### config.mk
export PLATFORM = sky130hd
export DESIGN_NAME = gp_dual_timer
export DESIGN_NICKNAME = d
export VERILOG_FILES = /design/src/rtl/gpt_pkg.sv /design/src/rtl/gpt_regs.sv /design/src/rtl/gpt_half.sv /design/src/rtl/gp_dual_timer.sv
export SDC_FILE = /design/constraint.sdc
export NUM_CORES = 1
export LEC_CHECK = 0
export ABC_AREA = 1
export BUFFER_PORTS_ARGS = -buffer_cell sky130_fd_sc_hd__buf_2
export CORE_ASPECT_RATIO = 1.2
export CORE_MARGIN = 1
export CORE_UTILIZATION = 27
export CTS_BUF_LIST = sky130_fd_sc_hd__clkbuf_16
export DETAILED_ROUTE_END_ITERATION = 10
export GPL_ROUTABILITY_DRIVEN = 0
export PLACE_DENSITY = 0.4
export SLEW_MARGIN = 20
export SYNTH_ARGS = -nofsm -noshare
export SYNTH_HDL_FRONTEND = slang
export SYNTH_HIERARCHICAL = 1
export SYNTH_SLANG_ARGS = --single-unit
### constraint.sdc
create_clock -name clk -period 5.1 [get_ports clk]
set_input_delay 1.275 -clock clk [delete_from_list [all_inputs] [get_ports clk]]
set_output_delay 1.275 -clock clk [all_outputs]
set_load 0.02 [all_outputs]
### src/rtl/gpt_pkg.sv
package gpt_pkg;

    localparam int unsigned ADDR_W = 4;

    typedef enum logic [1:0] {
        GM_SPLIT = 2'd0,
        GM_ONE32 = 2'd1,
        GM_PER32 = 2'd2,
        GM_HOLD  = 2'd3
    } glob_mode_e;

    typedef enum logic [1:0] {
        HM_ONESHOT  = 2'd0,
        HM_PERIODIC = 2'd1,
        HM_PWM      = 2'd2,
        HM_HOLD     = 2'd3
    } half_mode_e;

    typedef struct packed {
        logic trig_b;
        logic trig_a;
        logic inv_b;
        logic inv_a;
        logic stall_b;
        logic stall_a;
        logic en_b;
        logic en_a;
    } ctrl_t;

    typedef struct packed {
        half_mode_e mode_b;
        half_mode_e mode_a;
        glob_mode_e glob;
    } cfg_t;

    localparam logic [ADDR_W-1:0] OFS_CTRL   = 4'd0;
    localparam logic [ADDR_W-1:0] OFS_CFG    = 4'd1;
    localparam logic [ADDR_W-1:0] OFS_LOAD_A = 4'd2;
    localparam logic [ADDR_W-1:0] OFS_LOAD_B = 4'd3;
    localparam logic [ADDR_W-1:0] OFS_MAT_A  = 4'd4;
    localparam logic [ADDR_W-1:0] OFS_MAT_B  = 4'd5;
    localparam logic [ADDR_W-1:0] OFS_PRE_A  = 4'd6;
    localparam logic [ADDR_W-1:0] OFS_PRE_B  = 4'd7;
    localparam logic [ADDR_W-1:0] OFS_PMAT_A = 4'd8;
    localparam logic [ADDR_W-1:0] OFS_PMAT_B = 4'd9;
    localparam logic [ADDR_W-1:0] OFS_CNT_A  = 4'd10;
    localparam logic [ADDR_W-1:0] OFS_CNT_B  = 4'd11;

    function automatic logic is_wide(glob_mode_e g);
        return (g == GM_ONE32) || (g == GM_PER32);
    endfunction

    function automatic half_mode_e mode_for_a(cfg_t c);
        case (c.glob)
            GM_SPLIT: return c.mode_a;
            GM_ONE32: return HM_ONESHOT;
            GM_PER32: return HM_PERIODIC;
            default:  return HM_HOLD;
        endcase
    endfunction

    function automatic half_mode_e mode_for_b(cfg_t c);
        return (c.glob == GM_SPLIT) ? c.mode_b : HM_HOLD;
    endfunction

endpackage

### src/rtl/gpt_regs.sv
module gpt_regs
    import gpt_pkg::*;
#(
    parameter int unsigned HALF_W = 16,
    parameter int unsigned PRE_W  = 8
) (
    input  logic                  clk,
    input  logic                  rst,
    input  logic                  wr_en,
    input  logic [ADDR_W-1:0]     wr_addr,
    input  logic [2*HALF_W-1:0]   wr_data,
    input  logic [ADDR_W-1:0]     rd_addr,
    output logic [2*HALF_W-1:0]   rd_data,
    input  logic                  stop_a,
    input  logic                  stop_b,
    input  logic [2*HALF_W-1:0]   cnt_a,
    input  logic [HALF_W-1:0]     cnt_b,
    output ctrl_t                 ctrl_o,
    output cfg_t                  cfg_o,
    output logic [2*HALF_W-1:0]   load_a_o,
    output logic [HALF_W-1:0]     load_b_o,
    output logic [HALF_W-1:0]     mat_a_o,
    output logic [HALF_W-1:0]     mat_b_o,
    output logic [PRE_W-1:0]      pre_a_o,
    output logic [PRE_W-1:0]      pre_b_o,
    output logic [PRE_W-1:0]      pmat_a_o,
    output logic [PRE_W-1:0]      pmat_b_o,
    output logic                  start_a,
    output logic                  start_b
);
    localparam int unsigned FULL_W = 2 * HALF_W;
    localparam int unsigned CTRL_W = $bits(ctrl_t);
    localparam int unsigned CFG_W  = $bits(cfg_t);

    ctrl_t ctrl_q, ctrl_wr;
    cfg_t  cfg_q;
    logic  start_a_d, start_b_d;

    assign ctrl_wr = ctrl_t'(wr_data[CTRL_W-1:0]);

    // Restart on an enable edge, or on a load write while already running.
    always_comb begin
        start_a_d = wr_en && (((wr_addr == OFS_CTRL) && ctrl_wr.en_a && !ctrl_q.en_a) ||
                              ((wr_addr == OFS_LOAD_A) && ctrl_q.en_a));
        start_b_d = wr_en && (((wr_addr == OFS_CTRL) && ctrl_wr.en_b && !ctrl_q.en_b) ||
                              ((wr_addr == OFS_LOAD_B) && ctrl_q.en_b));
    end

    always_ff @(posedge clk) begin
        if (rst) begin
            ctrl_q   <= '0;
            cfg_q    <= '0;
            load_a_o <= '0;
            load_b_o <= '0;
            mat_a_o  <= '0;
            mat_b_o  <= '0;
            pre_a_o  <= '0;
            pre_b_o  <= '0;
            pmat_a_o <= '0;
            pmat_b_o <= '0;
            start_a  <= 1'b0;
            start_b  <= 1'b0;
        end else begin
            start_a <= start_a_d;
            start_b <= start_b_d;
            if (stop_a) ctrl_q.en_a <= 1'b0;
            if (stop_b) ctrl_q.en_b <= 1'b0;
            if (wr_en) begin
                case (wr_addr)
                    OFS_CTRL:   ctrl_q <= ctrl_wr;
                    OFS_CFG: begin
                        cfg_q       <= cfg_t'(wr_data[CFG_W-1:0]);
                        ctrl_q.en_a <= 1'b0;
                        ctrl_q.en_b <= 1'b0;
                    end
                    OFS_LOAD_A: load_a_o <= wr_data;
                    OFS_LOAD_B: load_b_o <= wr_data[HALF_W-1:0];
                    OFS_MAT_A:  mat_a_o  <= wr_data[HALF_W-1:0];
                    OFS_MAT_B:  mat_b_o  <= wr_data[HALF_W-1:0];
                    OFS_PRE_A:  pre_a_o  <= wr_data[PRE_W-1:0];
                    OFS_PRE_B:  pre_b_o  <= wr_data[PRE_W-1:0];
                    OFS_PMAT_A: pmat_a_o <= wr_data[PRE_W-1:0];
                    OFS_PMAT_B: pmat_b_o <= wr_data[PRE_W-1:0];
                    default: ;
                endcase
            end
        end
    end

    always_comb begin
        case (rd_addr)
            OFS_CTRL:   rd_data = FULL_W'(ctrl_q);
            OFS_CFG:    rd_data = FULL_W'(cfg_q);
            OFS_LOAD_A: rd_data = load_a_o;
            OFS_LOAD_B: rd_data = FULL_W'(load_b_o);
            OFS_MAT_A:  rd_data = FULL_W'(mat_a_o);
            OFS_MAT_B:  rd_data = FULL_W'(mat_b_o);
            OFS_PRE_A:  rd_data = FULL_W'(pre_a_o);
            OFS_PRE_B:  rd_data = FULL_W'(pre_b_o);
            OFS_PMAT_A: rd_data = FULL_W'(pmat_a_o);
            OFS_PMAT_B: rd_data = FULL_W'(pmat_b_o);
            OFS_CNT_A:  rd_data = cnt_a;
            OFS_CNT_B:  rd_data = FULL_W'(cnt_b);
            default:    rd_data = '0;
        endcase
    end

    assign ctrl_o = ctrl_q;
    assign cfg_o  = cfg_q;

endmodule

### src/rtl/gpt_half.sv
module gpt_half
    import gpt_pkg::*;
#(
    parameter int unsigned CNT_W  = 32,
    parameter int unsigned HALF_W = 16,
    parameter int unsigned PRE_W  = 8
) (
    input  logic               clk,
    input  logic               rst,
    input  logic               run,
    input  logic               start,
    input  half_mode_e         mode,
    input  logic               wide,
    input  logic [CNT_W-1:0]   load_val,
    input  logic [PRE_W-1:0]   pre_val,
    input  logic [HALF_W-1:0]  mat_val,
    input  logic [PRE_W-1:0]   pmat_val,
    output logic [CNT_W-1:0]   cnt_o,
    output logic               timeout_o,
    output logic               stop_o,
    output logic               pwm_raw_o
);
    localparam int unsigned CMP_W = PRE_W + HALF_W;

    logic [CNT_W-1:0] cnt_q, eff_load;
    logic [PRE_W-1:0] ps_q;
    logic [CMP_W-1:0] comp, comp_dec;
    logic             to_q, pwm_mode, tick, at_zero, active;

    always_comb begin
        eff_load = wide ? load_val : CNT_W'(load_val[HALF_W-1:0]);
        comp     = {ps_q, cnt_q[HALF_W-1:0]};
        comp_dec = comp - 1'b1;
        pwm_mode = (mode == HM_PWM) && !wide;
        active   = run && (mode != HM_HOLD);
        // Prescaler only divides the plain 16-bit count modes.
        tick     = active && (wide || pwm_mode || (ps_q == '0));
        at_zero  = pwm_mode ? (comp == '0) : (cnt_q == '0);
    end

    assign stop_o    = tick && at_zero && (mode == HM_ONESHOT) && !start;
    assign pwm_raw_o = pwm_mode && (comp > {pmat_val, mat_val});
    assign cnt_o     = cnt_q;
    assign timeout_o = to_q;

    always_ff @(posedge clk) begin
        if (rst) begin
            cnt_q <= '0;
            ps_q  <= '0;
            to_q  <= 1'b0;
        end else begin
            to_q <= 1'b0;
            if (start) begin
                cnt_q <= eff_load;
                ps_q  <= pre_val;
            end else if (active) begin
                if (pwm_mode) begin
                    if (at_zero) begin
                        to_q  <= 1'b1;
                        cnt_q <= eff_load;
                        ps_q  <= pre_val;
                    end else begin
                        ps_q  <= comp_dec[CMP_W-1:HALF_W];
                        cnt_q <= CNT_W'(comp_dec[HALF_W-1:0]);
                    end
                end else if (!tick) begin
                    ps_q <= ps_q - 1'b1;
                end else begin
                    if (!wide) ps_q <= pre_val;
                    if (at_zero) begin
                        to_q <= 1'b1;
                        if (mode == HM_PERIODIC) cnt_q <= eff_load;
                    end else begin
                        cnt_q <= cnt_q - 1'b1;
                    end
                end
            end
        end
    end

endmodule

### src/rtl/gp_dual_timer.sv
module gp_dual_timer
    import gpt_pkg::*;
#(
    parameter int unsigned HALF_W = 16,
    parameter int unsigned PRE_W  = 8
) (
    input  logic                 clk,
    input  logic                 rst,
    input  logic                 wr_en,
    input  logic [3:0]           wr_addr,
    input  logic [2*HALF_W-1:0]  wr_data,
    input  logic [3:0]           rd_addr,
    output logic [2*HALF_W-1:0]  rd_data,
    input  logic                 dbg_halt,
    output logic                 timeout_a,
    output logic                 timeout_b,
    output logic                 trig_a,
    output logic                 trig_b,
    output logic                 pwm_a,
    output logic                 pwm_b
);
    localparam int unsigned FULL_W = 2 * HALF_W;

    ctrl_t               ctrl_q;
    cfg_t                cfg_q;
    logic [FULL_W-1:0]   load_a, cnt_a;
    logic [HALF_W-1:0]   load_b, mat_a, mat_b, cnt_b;
    logic [PRE_W-1:0]    pre_a, pre_b, pmat_a, pmat_b;
    logic                start_a, start_b, stop_a, stop_b;
    logic                run_a, run_b, wide, raw_a, raw_b;
    half_mode_e          mode_a, mode_b;

    assign wide   = is_wide(cfg_q.glob);
    assign mode_a = mode_for_a(cfg_q);
    assign mode_b = mode_for_b(cfg_q);
    assign run_a  = ctrl_q.en_a && !(ctrl_q.stall_a && dbg_halt);
    assign run_b  = ctrl_q.en_b && !(ctrl_q.stall_b && dbg_halt) && !wide;

    gpt_regs #(.HALF_W(HALF_W), .PRE_W(PRE_W)) u_regs (
        .clk(clk), .rst(rst), .wr_en(wr_en), .wr_addr(wr_addr), .wr_data(wr_data),
        .rd_addr(rd_addr), .rd_data(rd_data), .stop_a(stop_a), .stop_b(stop_b),
        .cnt_a(cnt_a), .cnt_b(cnt_b), .ctrl_o(ctrl_q), .cfg_o(cfg_q),
        .load_a_o(load_a), .load_b_o(load_b), .mat_a_o(mat_a), .mat_b_o(mat_b),
        .pre_a_o(pre_a), .pre_b_o(pre_b), .pmat_a_o(pmat_a), .pmat_b_o(pmat_b),
        .start_a(start_a), .start_b(start_b)
    );

    gpt_half #(.CNT_W(FULL_W), .HALF_W(HALF_W), .PRE_W(PRE_W)) u_half_a (
        .clk(clk), .rst(rst), .run(run_a), .start(start_a), .mode(mode_a), .wide(wide),
        .load_val(load_a), .pre_val(pre_a), .mat_val(mat_a), .pmat_val(pmat_a),
        .cnt_o(cnt_a), .timeout_o(timeout_a), .stop_o(stop_a), .pwm_raw_o(raw_a)
    );

    gpt_half #(.CNT_W(HALF_W), .HALF_W(HALF_W), .PRE_W(PRE_W)) u_half_b (
        .clk(clk), .rst(rst), .run(run_b), .start(start_b), .mode(mode_b), .wide(1'b0),
        .load_val(load_b), .pre_val(pre_b), .mat_val(mat_b), .pmat_val(pmat_b),
        .cnt_o(cnt_b), .timeout_o(timeout_b), .stop_o(stop_b), .pwm_raw_o(raw_b)
    );

    assign trig_a = timeout_a && ctrl_q.trig_a;
    assign trig_b = timeout_b && ctrl_q.trig_b;
    assign pwm_a  = raw_a ^ ctrl_q.inv_a;
    assign pwm_b  = raw_b ^ ctrl_q.inv_b;

endmodule

==> Word level (Yosys, flattened, before mapping) <==
Index checks and enable logic that the tools add are counted.
{ "word_totals": {"inputBits": 44, "reg_bits": 194} }
{ "classes": {"addsub": 6, "n_eq_ne": 31, "bitwise": 4, "n_mux": 41, "n_reduce_logical": 71, "magnitude_cmp": 2} }
{ "op_table": {"columns": ["cell", "count"], "rows": [
  ["32-bit one-hot mux with 12 select lines", 1],
  ["32-bit two-way mux", 8],
  ["16-bit two-way mux", 7],
  ["8-bit two-way mux", 11],
  ["24-bit greater-than comparator", 2],
  ["24-bit logical NOT", 2],
  ["24-bit by 1-bit subtractor with 24-bit output, second input constant", 2],
  ["4-bit by 3-bit equality test with 1-bit output, second input constant", 8],
  ["32-bit logical NOT", 1],
  ["32-bit by 1-bit subtractor with 32-bit output, second input constant", 1],
  ["1-bit logical AND", 28],
  ["4-bit equality test, second input constant", 6],
  ["2-bit AND reduction", 11],
  ["4-bit by 2-bit equality test with 1-bit output, second input constant", 4],
  ["16-bit logical NOT", 1],
  ["8-bit logical NOT", 2],
  ["16-bit by 1-bit subtractor with 16-bit output, second input constant", 1],
  ["8-bit by 1-bit subtractor with 8-bit output, second input constant", 2],
  ["1-bit two-way mux", 10],
  ["4-bit by 1-bit equality test with 1-bit output, second input constant", 2],
  ["4-bit logical NOT", 2],
  ["4-bit by 3-bit != test with 1-bit output, second input constant", 2],
  ["1-bit logical NOT", 7],
  ["2-bit by 1-bit equality test with 1-bit output, second input constant", 3],
  ["14 further kinds", 31]
]} }

==> Depth between registers and ports, before layout <==
Gate-level depths: netlist of the first run.
{ "logic_depth": {"ltp_word": 13, "ltp_mapped": 18} }

==> Modules after synthesis <==
The synthesis of the first run kept the hierarchy.
{ "by_module_without_submodules": {"columns": ["module", "cells_per_inst", "area_each_um2", "instances"], "rows": [
  ["gpt_regs", 881, 5989.5, 1],
  ["gpt_half (u_half_a)", 780, 4413.0, 1],
  ["gpt_half (u_half_b)", 497, 2912.8, 1],
  ["gp_dual_timer", 25, 128.9, 1]
]} }

==> Least setup slack after synthesis of the first run <==
OpenSTA, ideal clock, no wires.
{ "synth_timing": {"path_kind": "input-to-output", "from": "in rd_addr[3]", "to": "out rd_data[17]", "t_required_ns": 3.825, "stages": 4, "setup_slack_ns": 1.631, "t_arrival_ns": 2.194, "cell_sequence": "nor2_1 > nand2_1 > clkbuf_1 > o21ai_0"} }
{ "synth_between": {"elab_chain_len": 2, "word_cells_on_any_way": 13} }
{ "synth_rtl": {"columns": ["item", "line_no", "source"], "rows": [
  ["start: declaration", "gp_dual_timer.sv:12", "input logic [3:0] rd_addr,"],
  ["4-bit equality test (tied with other cells)", "gpt_regs.sv:91", "case (rd_addr)"],
  ["32-bit one-hot mux with 12 select lines (*)", "gpt_regs.sv:91", null],
  ["end: declaration", "gp_dual_timer.sv:13", "output logic [2*HALF_W-1:0] rd_data,"]
]} }
Every way passes the cells marked *; elsewhere a longest branch is shown, timed or not.

==> Worst setup path in the final report of the first run <==
{ "layout_timing": {"from": "reg, netlist name u_regs/cfg_o[1]", "to": "out pwm_b"} }
{ "layout_between": {"elab_chain_len": 5} }
{ "layout_rtl": {"columns": ["item", "line_no", "source"], "rows": [
  ["2-bit logical NOT", "gpt_pkg.sv:63", "return (c.glob == GM_SPLIT) ? c.mode_b : HM_HOLD;"],
  ["2-bit two-way mux", "gpt_pkg.sv:63", null],
  ["net mode_b[1]", "gp_dual_timer.sv:31", "half_mode_e mode_a, mode_b;"],
  ["2-bit equality test", "gpt_half.sv:34", "pwm_mode = (mode == HM_PWM) && !wide;"],
  ["1-bit logical AND", "gpt_half.sv:42", "assign pwm_raw_o = pwm_mode && (comp > {pmat_val, mat_val});"],
  ["net raw_b", "gp_dual_timer.sv:30", "logic run_a, run_b, wide, raw_a, raw_b;"],
  ["1-bit XOR", "gp_dual_timer.sv:63", "assign pwm_b = raw_b ^ ctrl_q.inv_b;"],
  ["end: declaration", "gp_dual_timer.sv:20", "output logic pwm_b"]
]} }
The timed path passes the listed nets, and every way through them passes these cells.

==> results of run 1 <==
[area by class of cell]
type	instances	area (um^2)	area share, %
multi-input cells	1612	8030	53.4
flip-flops and latches	194	3880	25.8
inverters	290	1090	7.25
well taps	637	797	5.30
repair buffers	103	583	3.87
clock buffers	17	425	2.83
clock inverters	15	239	1.59
[critical path: cells and delay by family (launching register included)]
family,cells,cell delay (ns)
compound gates,2,0.34
buf+inv,3,0.43
simple gates,2,0.68
xor+xnor,1,0.29
flops,1,0.47
fa+ha+maj,1,0.28
[sequential cells by signal (all words and copies together), names as in the netlist]
name / count
u_regs/pre_b_o: 8
u_regs/load_a_o: 32
u_regs/ctrl_o: 8
u_half_a/ps_q: 8
u_half_a/timeout_o: 1
u_regs/cfg_o: 6
u_regs/mat_b_o: 16
u_regs/start_a: 1
u_regs/start_b: 1
u_half_b/cnt_o: 16
u_regs/pmat_b_o: 8
u_half_b/ps_q: 8
u_regs/pmat_a_o: 8
u_half_b/timeout_o: 1
u_regs/pre_a_o: 8
u_regs/load_b_o: 16
u_regs/mat_a_o: 16
u_half_a/cnt_o: 32
[where the power goes]
| part | total, uW | leakage [uW] | internal [uW] | switching [uW] |
|---|---|---|---|---|
| combinational | 937 | 0.00527 | 273 | 664 |
| sequential | 1590 | 0.00157 | 1540 | 42.0 |
| clock | 1600 | 0.000322 | 916 | 689 |
[path summary, 6_finish.rpt]
check                                          to  slack [ns]  depth (start not counted)
hold / removal    u_regs/load_a_o[6]$_SDFFE_PP0P_        0.47                          2
setup / recovery                            pwm_b        0.82                          9
setup reg to reg   u_half_a/cnt_o[5]$_SDFFE_PP0P_        1.66                         17
hold reg to reg   u_regs/load_a_o[6]$_SDFFE_PP0P_        0.47                          2
[cells in the mapped netlist (3+ instances only)]
cell type                    n
sky130_fd_sc_hd__a21oi_1   202
sky130_fd_sc_hd__a31oi_1     6
sky130_fd_sc_hd__buf_2      44
sky130_fd_sc_hd__buf_4       8
sky130_fd_sc_hd__buf_6       5
sky130_fd_sc_hd__clkbuf_1   30
sky130_fd_sc_hd__clkinv_1    3
sky130_fd_sc_hd__dfxtp_1   194
sky130_fd_sc_hd__ha_1       56
sky130_fd_sc_hd__inv_1     257
sky130_fd_sc_hd__inv_2      29
sky130_fd_sc_hd__nand2_1   509
sky130_fd_sc_hd__nand2_2     7
sky130_fd_sc_hd__nand2_4     7
sky130_fd_sc_hd__nand3_1   178
sky130_fd_sc_hd__nand4_1    18
sky130_fd_sc_hd__nor2_1    266
sky130_fd_sc_hd__nor2_2     10
sky130_fd_sc_hd__nor2_4      9
sky130_fd_sc_hd__nor3_1     10
sky130_fd_sc_hd__o211ai_1   17
sky130_fd_sc_hd__o21ai_0   184
sky130_fd_sc_hd__o21ai_1    52
sky130_fd_sc_hd__o22ai_1     4
sky130_fd_sc_hd__xnor2_1     4
sky130_fd_sc_hd__xor2_1     40
[cells by family (layout without fill, tap and decap cells)]
kind of cell | count (synthesis) | after routing | synth area share (%)
XOR/XNOR | 44 | 44 | 2.87
AO/OA/AOI/OAI | 481 | 481 | 18.7
flip-flops | 194 | 194 | 28.9
adder cells (fa/ha/maj) | 56 | 56 | 5.21
other | 1 | 3 | 0.0279
AND/OR/NAND/NOR | 1028 | 1028 | 32.8
buffers and inverters | 379 | 425 | 11.5
[layer usage]
metal	global-route usage (%)	up-vias	part of all wire [%]
li1	-	7118	-
met1	26.0	6594	43
met2	39.0	272	51
met3	3.60	67	3.4
met4	7.80	8	2.7
met5	0	-	0.072
[cells in the final DEF (no fill, tap or decap), types with 6 or more instances in the layout]
| master | Yosys | routed |
|---|---|---|
| sky130_fd_sc_hd__nor2_2 | 10 | 13 |
| sky130_fd_sc_hd__o21ai_1 | 52 | 52 |
| sky130_fd_sc_hd__nand3_1 | 178 | 178 |
| sky130_fd_sc_hd__nor2_4 | 9 | 9 |
| sky130_fd_sc_hd__dfxtp_1 | 194 | 194 |
| sky130_fd_sc_hd__nand2_4 | 7 | 7 |
| sky130_fd_sc_hd__clkbuf_16 | 0 | 17 |
| sky130_fd_sc_hd__buf_4 | 8 | 21 |
| sky130_fd_sc_hd__bufinv_16 | 0 | 6 |
| sky130_fd_sc_hd__a21oi_1 | 202 | 202 |
| sky130_fd_sc_hd__nor2_1 | 266 | 263 |
| sky130_fd_sc_hd__inv_2 | 29 | 30 |
| sky130_fd_sc_hd__o21ai_0 | 184 | 184 |
| sky130_fd_sc_hd__nor3_1 | 10 | 10 |
| sky130_fd_sc_hd__o211ai_1 | 17 | 17 |
| sky130_fd_sc_hd__buf_2 | 44 | 81 |
| sky130_fd_sc_hd__inv_1 | 257 | 257 |
| sky130_fd_sc_hd__a31oi_1 | 6 | 6 |
| sky130_fd_sc_hd__xor2_1 | 40 | 40 |
| sky130_fd_sc_hd__ha_1 | 56 | 56 |
| sky130_fd_sc_hd__nand2_1 | 509 | 509 |
| sky130_fd_sc_hd__nand2_2 | 7 | 7 |
| sky130_fd_sc_hd__nand4_1 | 18 | 18 |
[per-stage QoR]
step                      area (um^2)  power (uW)  worst slack [ns]  utilization [%]  cells
after floorplan                 13500        2280              1.63                -   2185
after global placement          14400        2560             0.931             29.2   2836
after detailed placement        14400        2560             0.893             29.2   2836
after CTS                       15000        4180             0.681             30.6   2868
after global routing            15000        4350             0.570             30.6   2868
final                           15000        4130             0.820             30.6   2868
==> metrics.txt, run 1 <==
# TYPE chip_impl_metric gauge
chip_impl_metric{name="final_net_count",unit=""} 2318
chip_impl_info{name="rsz_0062_raised_after_global_routing",value="no"} 1
chip_impl_metric{name="drt_wl_total",unit="um"} 54300
chip_impl_metric{name="drt_pass1_iterations",unit=""} 7
chip_impl_metric{name="tightest_slew",unit="ns"} 1.01
chip_impl_info{name="crit_path_start",value="u_regs/cfg_o[1]$_SDFFE_PP0P_"} 1
chip_impl_metric{name="syn-instance-count",unit=""} 2183
chip_impl_metric{name="fmax",unit="MHz"} 234
chip_impl_info{name="timing.hold.worst.start",value="u_regs/load_a_o[6]$_SDFFE_PP0P_"} 1
chip_impl_info{name="cp-end-kind",value="output port"} 1
chip_impl_metric{name="worst_setup_hold_path_clk_slew",unit="ns"} 0.08
chip_impl_metric{name="fp.dieH",unit="um"} 246
chip_impl_metric{name="dp_hpwl",unit="um"} 41200
chip_impl_metric{name="post-route-period-util",unit="%"} 83.9
chip_impl_metric{name="drive_above_1_share",unit="%"} 9.55
chip_impl_metric{name="peakVddDrop",unit="mV"} 0.168
chip_impl_info{name="slowest_stage",value="sky130_fd_sc_hd__dfxtp_1"} 1
chip_impl_info{name="crit-reg2reg-launch",value="u_regs/cfg_o[1]$_SDFFE_PP0P_"} 1
chip_impl_metric{name="clock_insertion_delay_worst_skew",unit="ns"} 0.50
chip_impl_metric{name="syn_area_per_cell",unit="um^2"} 6.16
chip_impl_metric{name="floorplan.initialDensity",unit="%"} 27.3
chip_impl_metric{name="cts_max_path_buffers",unit=""} 2
chip_impl_metric{name="ys_seq_area_share",unit="%"} 28.9
chip_impl_metric{name="crit_arrival",unit="ns"} 3.00
chip_impl_metric{name="post_cts_hold_buffer_count",unit=""} 0
chip_impl_metric{name="post_cts_buffers",unit=""} 0
chip_impl_metric{name="ctsHtreeMaxLevel",unit=""} 4
chip_impl_info{name="worst_hold_path_type",value="reg -> reg"} 1
chip_impl_metric{name="clock_buffers_created_by_tritoncts",unit=""} 17
chip_impl_metric{name="all_layer_gr_usage",unit="%"} 21.8
chip_impl_metric{name="placeableCoreArea",unit="um^2"} 49200
chip_impl_metric{name="grt_pass1_wl",unit="um"} 82200
chip_impl_metric{name="synth_cell_types",unit=""} 52
chip_impl_info{name="cts_root_buffer",value="sky130_fd_sc_hd__clkbuf_16"} 1
chip_impl_metric{name="numPortBuffers",unit=""} 81
chip_impl_metric{name="via_per_inst",unit=""} 4.90
chip_impl_info{name="run_status",value="complete, no violations"} 1
chip_impl_metric{name="maximum_capacitance_violations",unit=""} 0
chip_impl_info{name="synthDominantAreaCellType",value="sky130_fd_sc_hd__dfxtp_1"} 1
chip_impl_metric{name="setup-tns-final",unit="ns"} 0
chip_impl_info{name="yosys_most_used_dff",value="sky130_fd_sc_hd__dfxtp_1"} 1
chip_impl_metric{name="worst_clock_skew",unit="ns"} 0.0120
chip_impl_metric{name="io_pins",unit=""} 82
chip_impl_metric{name="timing.hold.ws",unit="ns"} 0.471
chip_impl_metric{name="power.static_leakage",unit="uW"} 0.00716
chip_impl_metric{name="asyncSetResetFlopFracSynth",unit="%"} 0
chip_impl_metric{name="largest_net_degree_at_the_start_of_global_routing",unit=""} 105
chip_impl_metric{name="die_area",unit="um^2"} 50700
chip_impl_metric{name="slew_headroom",unit="%"} 32.3
chip_impl_metric{name="powerDensity",unit="nW/um^2"} 274
chip_impl_metric{name="synth_edf_count",unit=""} 0
chip_impl_metric{name="cts_num_sinks",unit=""} 194
chip_impl_metric{name="antenna_cell_count",unit=""} 0
chip_impl_metric{name="period_needed",unit="ns"} 4.28
chip_impl_metric{name="route.detailed.drc",unit=""} 0
chip_impl_metric{name="critical_path_required",unit="ns"} 3.83
chip_impl_metric{name="fillers",unit=""} 5622
chip_impl_metric{name="postSynthRegisterBits",unit=""} 194
chip_impl_metric{name="antenna_found_initial",unit=""} 4
chip_impl_info{name="critical_path_class",value="reg -> out"} 1
chip_impl_metric{name="via_count_of_the_first_global_routing_pass",unit=""} 13300
chip_impl_metric{name="slew_violations",unit=""} 0
chip_impl_info{name="critical_path.cell_chain",value="inv_1, ha_1, nand2_1, inv_2, nor3_4, o31ai_1, a31oi_1, xor2_1, buf_2"} 1
chip_impl_metric{name="floorplan.rows",unit=""} 89
chip_impl_metric{name="first_iter_violations",unit=""} 983
chip_impl_metric{name="synthDominantCellAreaShare",unit="%"} 28.9
chip_impl_info{name="startpoint_type",value="flip-flop"} 1
chip_impl_metric{name="areaGrowthSynthToFinish",unit="%"} 11.9
chip_impl_metric{name="floorplan.die.width",unit="um"} 206
chip_impl_metric{name="yosys_warnings",unit=""} 6
chip_impl_metric{name="cp_slowest_stage_delay",unit="ns"} 0.47
chip_impl_metric{name="final-setup-viol-count",unit=""} 0
chip_impl_info{name="synthTopCellsByArea",value="sky130_fd_sc_hd__dfxtp_1 (29%), sky130_fd_sc_hd__nand2_1 (14%), sky130_fd_sc_hd__a21oi_1 (7.5%)"} 1
chip_impl_metric{name="grt-ovfl-total",unit=""} 0
chip_impl_metric{name="drtAntennaViolNets",unit=""} 0
chip_impl_metric{name="synthesis.area",unit="um^2"} 13400
chip_impl_metric{name="num_vias",unit=""} 14100
chip_impl_metric{name="cts_repair_resize_count",unit=""} 0
chip_impl_metric{name="avgRoutedWirePerCell",unit="um"} 18.9
chip_impl_info{name="clock_tree_from_tritoncts",value="yes"} 1
chip_impl_metric{name="report.final.hold_viol_count",unit=""} 0
chip_impl_metric{name="path_max_fanout",unit=""} 7
Note: power is estimated with default switching activity, not from simulation.
==> inputs of run 2 (changes only) <==
--- a/config.mk
+++ b/config.mk
@@ -13,7 +13,7 @@
 export CTS_BUF_LIST = sky130_fd_sc_hd__clkbuf_16
 export DETAILED_ROUTE_END_ITERATION = 10
 export GPL_ROUTABILITY_DRIVEN = 0
-export PLACE_DENSITY = 0.4
+export PLACE_DENSITY = 0.41
 export SLEW_MARGIN = 20
 export SYNTH_ARGS = -nofsm -noshare
 export SYNTH_HDL_FRONTEND = slang
==> constraint.sdc (replaced) <==
create_clock -name clk -period 3.5 [get_ports clk]
set_input_delay 0.875 -clock clk [delete_from_list [all_inputs] [get_ports clk]]
set_output_delay 0.875 -clock clk [all_outputs]
set_load 0.02 [all_outputs]
==> metrics.txt, run 2 (synthesis gave the netlist of run 1 again) <==
# TYPE chip_impl_metric gauge
chip_impl_metric{name="cts_max_path_buffers",unit=""} 2
chip_impl_metric{name="die_area",unit="um^2"} 50700
chip_impl_metric{name="floorplan.rows",unit=""} 89
chip_impl_metric{name="avgRoutedWirePerCell",unit="um"} 18.7
chip_impl_info{name="cp-end-kind",value="output port"} 1
chip_impl_metric{name="tightest_slew",unit="ns"} 0.746
chip_impl_info{name="critical_path.cell_chain",value="inv_1, ha_4, nand2_1, nor3_2, buf_4, nand2_2, or2_4, a31oi_4, buf_6, xor2_4, buf_6"} 1
chip_impl_metric{name="largest_net_degree_at_the_start_of_global_routing",unit=""} 74
chip_impl_metric{name="slew_headroom",unit="%"} 50.1
chip_impl_info{name="r2r-end",value="u_half_a/cnt_o[22]$_SDFFE_PP0P_"} 1
chip_impl_info{name="run_status",value="complete, no violations"} 1
chip_impl_metric{name="power_frac_comb",unit="%"} 24.2
chip_impl_metric{name="io_pins",unit=""} 82
chip_impl_metric{name="final-setup-viol-count",unit=""} 0
chip_impl_metric{name="cts_num_sinks",unit=""} 194
chip_impl_metric{name="total_power",unit="uW"} 6010
chip_impl_info{name="most_frequent_standard_cell_in_the_layout_excluding_fill_and_tap_cells",value="sky130_fd_sc_hd__nand2_1"} 1
chip_impl_metric{name="placedCellCount",unit=""} 2876
chip_impl_info{name="cp_common_cell",value="sky130_fd_sc_hd__buf_6"} 1
chip_impl_info{name="timing.hold.worst.start",value="u_regs/cfg_o[4]$_SDFFE_PP0P_"} 1
chip_impl_metric{name="drt_wl_total",unit="um"} 54500
chip_impl_metric{name="numPortBuffers",unit=""} 81
chip_impl_metric{name="worst_setup_hold_path_clk_slew",unit="ns"} 0.08
chip_impl_metric{name="route.detailed.drc",unit=""} 0
chip_impl_info{name="hold-path-endpoint",value="u_regs/cfg_o[4]$_SDFFE_PP0P_"} 1
chip_impl_metric{name="clockPowerShare",unit="%"} 37.5
chip_impl_metric{name="powerDensity",unit="nW/um^2"} 383
chip_impl_metric{name="num_vias",unit=""} 14200
chip_impl_metric{name="clock_buffers_created_by_tritoncts",unit=""} 17
chip_impl_metric{name="netSwitchingFraction",unit="%"} 33.9
chip_impl_metric{name="maximum_capacitance_violations",unit=""} 0
chip_impl_metric{name="layout_setup_ws",unit="ns"} 0.149
chip_impl_metric{name="slew_violations",unit=""} 0
chip_impl_metric{name="report.final.hold_viol_count",unit=""} 0
chip_impl_metric{name="worst_clock_skew",unit="ns"} 0.0171
chip_impl_metric{name="floorplan.die.width",unit="um"} 206
chip_impl_metric{name="path_max_fanout",unit=""} 3
chip_impl_metric{name="antenna_cell_count",unit=""} 0
chip_impl_metric{name="placeableCoreArea",unit="um^2"} 49200
chip_impl_info{name="layout_common_cells",value="sky130_fd_sc_hd__nand2_1 (504), sky130_fd_sc_hd__nor2_1 (260), sky130_fd_sc_hd__inv_1 (251), sky130_fd_sc_hd__a21oi_1 (202), sky130_fd_sc_hd__o21ai_0 (182)"} 1
chip_impl_metric{name="first_iter_violations",unit=""} 931
chip_impl_metric{name="all_layer_gr_usage",unit="%"} 22.1
chip_impl_metric{name="crit_arrival",unit="ns"} 2.48
chip_impl_metric{name="grt_pass1_wl",unit="um"} 83700
chip_impl_metric{name="via_count_of_the_first_global_routing_pass",unit=""} 13700
chip_impl_metric{name="power.static_leakage",unit="uW"} 0.00746
chip_impl_info{name="cts_root_buffer",value="sky130_fd_sc_hd__clkbuf_16"} 1
chip_impl_metric{name="setup_slack_at_placement",unit="ns"} 0.190
chip_impl_metric{name="clock_insertion_delay_worst_skew",unit="ns"} 0.50
chip_impl_info{name="critical-path-top-delay-family",value="simple AND/OR/NAND/NOR gates"} 1
chip_impl_metric{name="dp_hpwl",unit="um"} 41900
chip_impl_info{name="startpoint_type",value="flip-flop"} 1
chip_impl_info{name="rsz_0062_raised_after_global_routing",value="no"} 1
chip_impl_metric{name="register_to_register_path_setup_slack",unit="ns"} 0.45
chip_impl_metric{name="peakVddDrop",unit="mV"} 0.270
chip_impl_metric{name="critical_path_required",unit="ns"} 2.62
chip_impl_metric{name="drtAntennaViolNets",unit=""} 0
chip_impl_metric{name="timing.critical_path.buf_inv",unit=""} 4
chip_impl_metric{name="final-instance-count-excl-fill",unit=""} 2913
chip_impl_info{name="crit-reg2reg-launch",value="u_regs/cfg_o[0]$_SDFFE_PP0P_"} 1
chip_impl_info{name="clock_tree_from_tritoncts",value="yes"} 1
chip_impl_metric{name="fmax",unit="MHz"} 298
chip_impl_metric{name="post-route-period-util",unit="%"} 95.7
chip_impl_metric{name="period_needed",unit="ns"} 3.35
chip_impl_info{name="worst_hold_path_type",value="reg -> reg"} 1
chip_impl_metric{name="drt_pass1_iterations",unit=""} 5
chip_impl_metric{name="power.sequential.fraction",unit="%"} 38.3
chip_impl_metric{name="rr_worst_depth",unit=""} 18
chip_impl_metric{name="ctsHtreeMaxLevel",unit=""} 4
chip_impl_info{name="slowest_stage",value="sky130_fd_sc_hd__dfxtp_2"} 1
chip_impl_metric{name="power.switching",unit="uW"} 2040
chip_impl_metric{name="cp_slowest_stage_delay",unit="ns"} 0.35
chip_impl_metric{name="floorplan.initialDensity",unit="%"} 27.3
chip_impl_metric{name="p_int",unit="uW"} 3970
chip_impl_metric{name="setup-tns-final",unit="ns"} 0
chip_impl_metric{name="via_per_inst",unit=""} 4.89
chip_impl_metric{name="antenna_found_initial",unit=""} 2
chip_impl_metric{name="final_core_utilization",unit="%"} 31.9
chip_impl_metric{name="fp.dieH",unit="um"} 246
chip_impl_metric{name="areaGrowthSynthToFinish",unit="%"} 16.7
chip_impl_metric{name="whs_path_depth",unit=""} 2
chip_impl_metric{name="grt-ovfl-total",unit=""} 0
chip_impl_metric{name="final_net_count",unit=""} 2363
chip_impl_metric{name="drive_above_1_share",unit="%"} 13.4
chip_impl_info{name="critical_path_class",value="reg -> out"} 1
[run 2: changes by cell type in the layout (fill, tap and decap cells not counted), moves of 6 or more]
cell and delta:
sky130_fd_sc_hd__dfxtp_1 -18, sky130_fd_sc_hd__dfxtp_2 +17, sky130_fd_sc_hd__inv_1 -6, sky130_fd_sc_hd__buf_4 +37
sky130_fd_sc_hd__buf_12 +8, sky130_fd_sc_hd__ha_1 -6
[run 2: metrics by stage]
| step | cell area, um^2 | hold slack (ns) |
|---|---|---|
| global route | 15700 | 0.485 |
| detailed placement | 14800 | 0.460 |
| CTS | 15500 | 0.472 |
| global placement | 14800 | 0.451 |
| floorplan | 13500 | 0.434 |
| finish | 15700 | 0.473 |
[run 2: worst max path at each step]
| stage | from | endpoint | slack [ns] | cells after the start |
|---|---|---|---|---|
| 3_5_place_dp | u_regs/mat_b_o[15]$_SDFFE_PP0P_ | pwm_b | 0.19 | 13 |
| 3_3_place_gp | u_regs/mat_b_o[15]$_SDFFE_PP0P_ | pwm_b | 0.22 | 13 |
| 6_report | u_regs/mat_b_o[11]$_SDFFE_PP0P_ | pwm_b | 0.15 | 11 |
| 4_1_cts | u_regs/mat_a_o[15]$_SDFFE_PP0P_ | pwm_a | 0.003 | 14 |
| 2_1_floorplan | u_regs/cfg_o[1]$_SDFFE_PP0P_ | pwm_a | 0.62 | 8 |
| 5_1_grt | u_regs/mat_b_o[15]$_SDFFE_PP0P_ | pwm_b | 0.004 | 10 |
[run 2: what timing repair did]
action	in CTS	in global routing
pin swaps	8	7
resized for setup	27	34
buffers inserted	3	2
setup endpoints to repair	2	2
hold buffers	0	0
hold endpoints to repair	0	0
[run 2: power by group through the flow]
stage | Combinational, uW | Clock (uW) | Sequential [uW]
6_report | 1450 | 2260 | 2300
4_1_cts | 1430 | 2330 | 2300
5_1_grt | 1630 | 2410 | 2310
3_5_place_dp | 1410 | 0 | 2350
2_1_floorplan | 991 | 0 | 2330
3_3_place_gp | 1400 | 0 | 2350
[run 2: routing by layer]
layer | share of wire (%) | global-route usage [%] | up-vias
met2 | 50 | 39.1 | 297
met5 | 0.051 | 0 | -
met1 | 43 | 26.3 | 6663
met4 | 3.0 | 7.54 | 4
li1 | - | - | 7205
met3 | 4.0 | 4.29 | 77
[run 2: area by class of cell]
cell class	instances	area (um^2)
inverters	290	1090
clock inverters	15	210
multi-input cells	1612	8220
repair buffers	148	1030
flip-flops and latches	194	3910
clock buffers	17	425
fillers	5517	33500
well taps	637	797
[run 2: worst register-to-register path, cell delays in order, from the launching register on]
cell and delay (ns):
sky130_fd_sc_hd__dfxtp_1 0.40, sky130_fd_sc_hd__inv_1 0.08, sky130_fd_sc_hd__ha_2 0.23, sky130_fd_sc_hd__nand3_1 0.09
sky130_fd_sc_hd__nand3_1 0.11, sky130_fd_sc_hd__inv_1 0.12, sky130_fd_sc_hd__nand2_1 0.07, sky130_fd_sc_hd__nor2_2 0.17
sky130_fd_sc_hd__buf_4 0.21, sky130_fd_sc_hd__nand2_1 0.09, sky130_fd_sc_hd__nand2_2 0.14, sky130_fd_sc_hd__nand2_4 0.07
sky130_fd_sc_hd__inv_4 0.16, sky130_fd_sc_hd__nand3_4 0.21, sky130_fd_sc_hd__nand2_4 0.13, sky130_fd_sc_hd__buf_4 0.40
sky130_fd_sc_hd__nand2_1 0.13, sky130_fd_sc_hd__nand2_1 0.09, sky130_fd_sc_hd__a21oi_2 0.04
==> inputs of run 3 (changes only) <==
--- a/config.mk
+++ b/config.mk
@@ -9,12 +9,11 @@
 export BUFFER_PORTS_ARGS = -buffer_cell sky130_fd_sc_hd__buf_2
 export CORE_ASPECT_RATIO = 1.2
 export CORE_MARGIN = 1
-export CORE_UTILIZATION = 27
+export CORE_UTILIZATION = 56
 export CTS_BUF_LIST = sky130_fd_sc_hd__clkbuf_16
 export DETAILED_ROUTE_END_ITERATION = 10
 export GPL_ROUTABILITY_DRIVEN = 0
-export PLACE_DENSITY = 0.41
-export SLEW_MARGIN = 20
+export PLACE_DENSITY = 0.75
 export SYNTH_ARGS = -nofsm -noshare
 export SYNTH_HDL_FRONTEND = slang
 export SYNTH_HIERARCHICAL = 1
==> metrics.txt, run 3 (synthesis gave the netlist of run 1 again) <==
# TYPE chip_impl_metric gauge
chip_impl_metric{name="period_needed",unit="ns"} 3.40
chip_impl_metric{name="drt_pass1_iterations",unit=""} 6
chip_impl_metric{name="slew_violations",unit=""} 0
chip_impl_metric{name="largest_net_degree_at_the_start_of_global_routing",unit=""} 71
chip_impl_metric{name="layout_setup_ws",unit="ns"} 0.0968
chip_impl_metric{name="grt-ovfl-total",unit=""} 0
chip_impl_metric{name="floorplan.die.width",unit="um"} 143
chip_impl_metric{name="die_area",unit="um^2"} 24600
chip_impl_metric{name="report.final.hold_viol_count",unit=""} 0
chip_impl_metric{name="maximum_capacitance_violations",unit=""} 0
chip_impl_metric{name="tightest_slew",unit="ns"} 0.987
chip_impl_info{name="layout_common_cells",value="sky130_fd_sc_hd__nand2_1 (509), sky130_fd_sc_hd__nor2_1 (264), sky130_fd_sc_hd__inv_1 (257), sky130_fd_sc_hd__a21oi_1 (202), sky130_fd_sc_hd__dfxtp_1 (188)"} 1
chip_impl_metric{name="cts_max_path_buffers",unit=""} 2
chip_impl_metric{name="slew_headroom",unit="%"} 34.0
chip_impl_metric{name="first_iter_violations",unit=""} 1664
chip_impl_metric{name="via_count_of_the_first_global_routing_pass",unit=""} 13400
chip_impl_metric{name="io_pins",unit=""} 82
chip_impl_info{name="critical_path_class",value="reg -> out"} 1
chip_impl_metric{name="fp.dieH",unit="um"} 172
chip_impl_metric{name="critical_path_required",unit="ns"} 2.62
chip_impl_metric{name="setup_slack_at_placement",unit="ns"} 0.370
chip_impl_metric{name="avgRoutedWirePerCell",unit="um"} 18.0
chip_impl_metric{name="antenna_found_initial",unit=""} 1
chip_impl_metric{name="drive_above_1_share",unit="%"} 10.8
chip_impl_metric{name="fmax",unit="MHz"} 294
chip_impl_metric{name="all_layer_gr_usage",unit="%"} 38.0
chip_impl_info{name="startpoint_type",value="flip-flop"} 1
chip_impl_metric{name="path_max_fanout",unit=""} 3
chip_impl_info{name="crit_path_start",value="u_regs/mat_b_o[14]$_SDFFE_PP0P_"} 1
chip_impl_metric{name="fillers",unit=""} 2269
chip_impl_metric{name="floorplan.initialDensity",unit="%"} 57.6
chip_impl_metric{name="worst_clock_skew",unit="ns"} 0.0150
chip_impl_metric{name="ctsHtreeMaxLevel",unit=""} 4
chip_impl_metric{name="register_to_register_path_setup_slack",unit="ns"} 0.47
chip_impl_metric{name="floorplan.rows",unit=""} 61
chip_impl_metric{name="power.static_leakage",unit="uW"} 0.00727
chip_impl_info{name="timing.critical_path.to",value="pwm_b"} 1
chip_impl_metric{name="rr_worst_depth",unit=""} 18
chip_impl_metric{name="final-setup-viol-count",unit=""} 0
chip_impl_metric{name="post-route-period-util",unit="%"} 97.2
chip_impl_metric{name="clock_insertion_delay_worst_skew",unit="ns"} 0.45
chip_impl_metric{name="areaGrowthSynthToFinish",unit="%"} 10.0
chip_impl_info{name="r2r-end",value="u_half_a/cnt_o[6]$_SDFFE_PP0P_"} 1
chip_impl_info{name="cp-end-kind",value="output port"} 1
chip_impl_info{name="run_status",value="complete, no violations"} 1
chip_impl_info{name="crit-reg2reg-launch",value="u_regs/cfg_o[0]$_SDFFE_PP0P_"} 1
chip_impl_metric{name="worst_setup_hold_path_clk_slew",unit="ns"} 0.07
chip_impl_metric{name="via_per_inst",unit=""} 5.78
chip_impl_metric{name="crit_arrival",unit="ns"} 2.53
chip_impl_metric{name="peakVddDrop",unit="mV"} 0.343
chip_impl_metric{name="final_net_count",unit=""} 2343
chip_impl_metric{name="drt_wl_total",unit="um"} 46300
chip_impl_metric{name="num_vias",unit=""} 14900
chip_impl_metric{name="timing.hold.ws",unit="ns"} 0.473
chip_impl_metric{name="post_cts_buffers",unit=""} 0
chip_impl_metric{name="dp_hpwl",unit="um"} 34600
chip_impl_metric{name="placeableCoreArea",unit="um^2"} 23400
chip_impl_metric{name="clock_buffers_created_by_tritoncts",unit=""} 17
chip_impl_info{name="most_frequent_standard_cell_in_the_layout_excluding_fill_and_tap_cells",value="sky130_fd_sc_hd__nand2_1"} 1
chip_impl_metric{name="powerDensity",unit="nW/um^2"} 386
chip_impl_info{name="cts_root_buffer",value="sky130_fd_sc_hd__clkbuf_16"} 1
chip_impl_metric{name="numPortBuffers",unit=""} 81
chip_impl_metric{name="drtAntennaViolNets",unit=""} 0
chip_impl_metric{name="route.detailed.drc",unit=""} 0
chip_impl_info{name="worst_hold_path_type",value="reg -> reg"} 1
chip_impl_metric{name="grt_pass1_wl",unit="um"} 71600
chip_impl_info{name="clock_tree_from_tritoncts",value="yes"} 1
chip_impl_metric{name="cts_num_sinks",unit=""} 194
chip_impl_metric{name="whs_path_depth",unit=""} 2
run 3: cell count changes in the layout (fill, tap and decap cells not counted), sizes merged:
cell,change
bufinv,-2
buf,-20
clkinv,+3
inv,-1
diode,+1
run 3: repair_timing:
| item | CTS | global route |
|---|---|---|
| hold buffers | 0 | 0 |
| resized for setup | 0 | 9 |
| setup endpoints to repair | 0 | 1 |
run 3: area by class of cell:
cell class	count	area, um^2	area share, %
diodes	1	2.50	0.0169
repair buffers	128	786	5.31
inverters	290	1090	7.37
flip-flops and latches	194	3890	26.3
clock buffers	17	425	2.88
well taps	315	394	2.66
clock inverters	15	168	1.13
multi-input cells	1612	8040	54.3
run 3: routing by layer:
layer	track usage, %	wire length (um)	vias to the layer above
met2	62.1	21300	789
met4	23.5	2840	0
met5	0	0	-
li1	-	-	7184
met3	6.24	3740	185
met1	46.5	18400	6698
run 3: worst min path at each step:
stage,startpoint,to
floorplan,u_regs/ctrl_o[2]$_SDFFE_PP0P_,u_regs/ctrl_o[2]$_SDFFE_PP0P_
global placement,u_regs/load_a_o[3]$_SDFFE_PP0P_,u_regs/load_a_o[3]$_SDFFE_PP0P_
detailed placement,u_regs/load_a_o[24]$_SDFFE_PP0P_,u_regs/load_a_o[24]$_SDFFE_PP0P_
CTS,u_regs/load_a_o[24]$_SDFFE_PP0P_,u_regs/load_a_o[24]$_SDFFE_PP0P_
global route,u_regs/load_a_o[17]$_SDFFE_PP0P_,u_regs/load_a_o[17]$_SDFFE_PP0P_
finish,u_regs/load_a_o[24]$_SDFFE_PP0P_,u_regs/load_a_o[24]$_SDFFE_PP0P_
run 3: per-stage QoR:
| step | cells | setup TNS, ns | util (%) | total power, uW | instance area (um^2) |
|---|---|---|---|---|---|
| 4_1_cts | 2571 | 0 | 63.2 | 5670 | 14800 |
| 2_1_floorplan | 2185 | 0 | - | 3320 | 13500 |
| 3_5_place_dp | 2539 | 0 | 60.7 | 3680 | 14200 |
| 5_1_grt | 2571 | -0.00989 | 63.3 | 5930 | 14800 |
| 3_3_place_gp | 2539 | 0 | 60.7 | 3660 | 14200 |
| 6_report | 2572 | 0 | 63.3 | 5710 | 14800 |
run 3: worst max-delay path, stage by stage, from the launching register on:
cell and delay (ns):
sky130_fd_sc_hd__dfxtp_2 0.35, sky130_fd_sc_hd__inv_1 0.05, sky130_fd_sc_hd__ha_1 0.28, sky130_fd_sc_hd__nand2_1 0.07
sky130_fd_sc_hd__inv_1 0.05, sky130_fd_sc_hd__nand3_1 0.09, sky130_fd_sc_hd__nor3_2 0.23, sky130_fd_sc_hd__nand2_1 0.10
sky130_fd_sc_hd__or2_2 0.31, sky130_fd_sc_hd__a31oi_2 0.14, sky130_fd_sc_hd__xor2_1 0.23, sky130_fd_sc_hd__buf_4 0.18
run 3: power breakdown:
group | leakage, uW | internal (uW) | switching (uW)
Clock | 0.000293 | 1120 | 898
Combinational | 0.00540 | 424 | 963
Sequential | 0.00157 | 2250 | 53.8
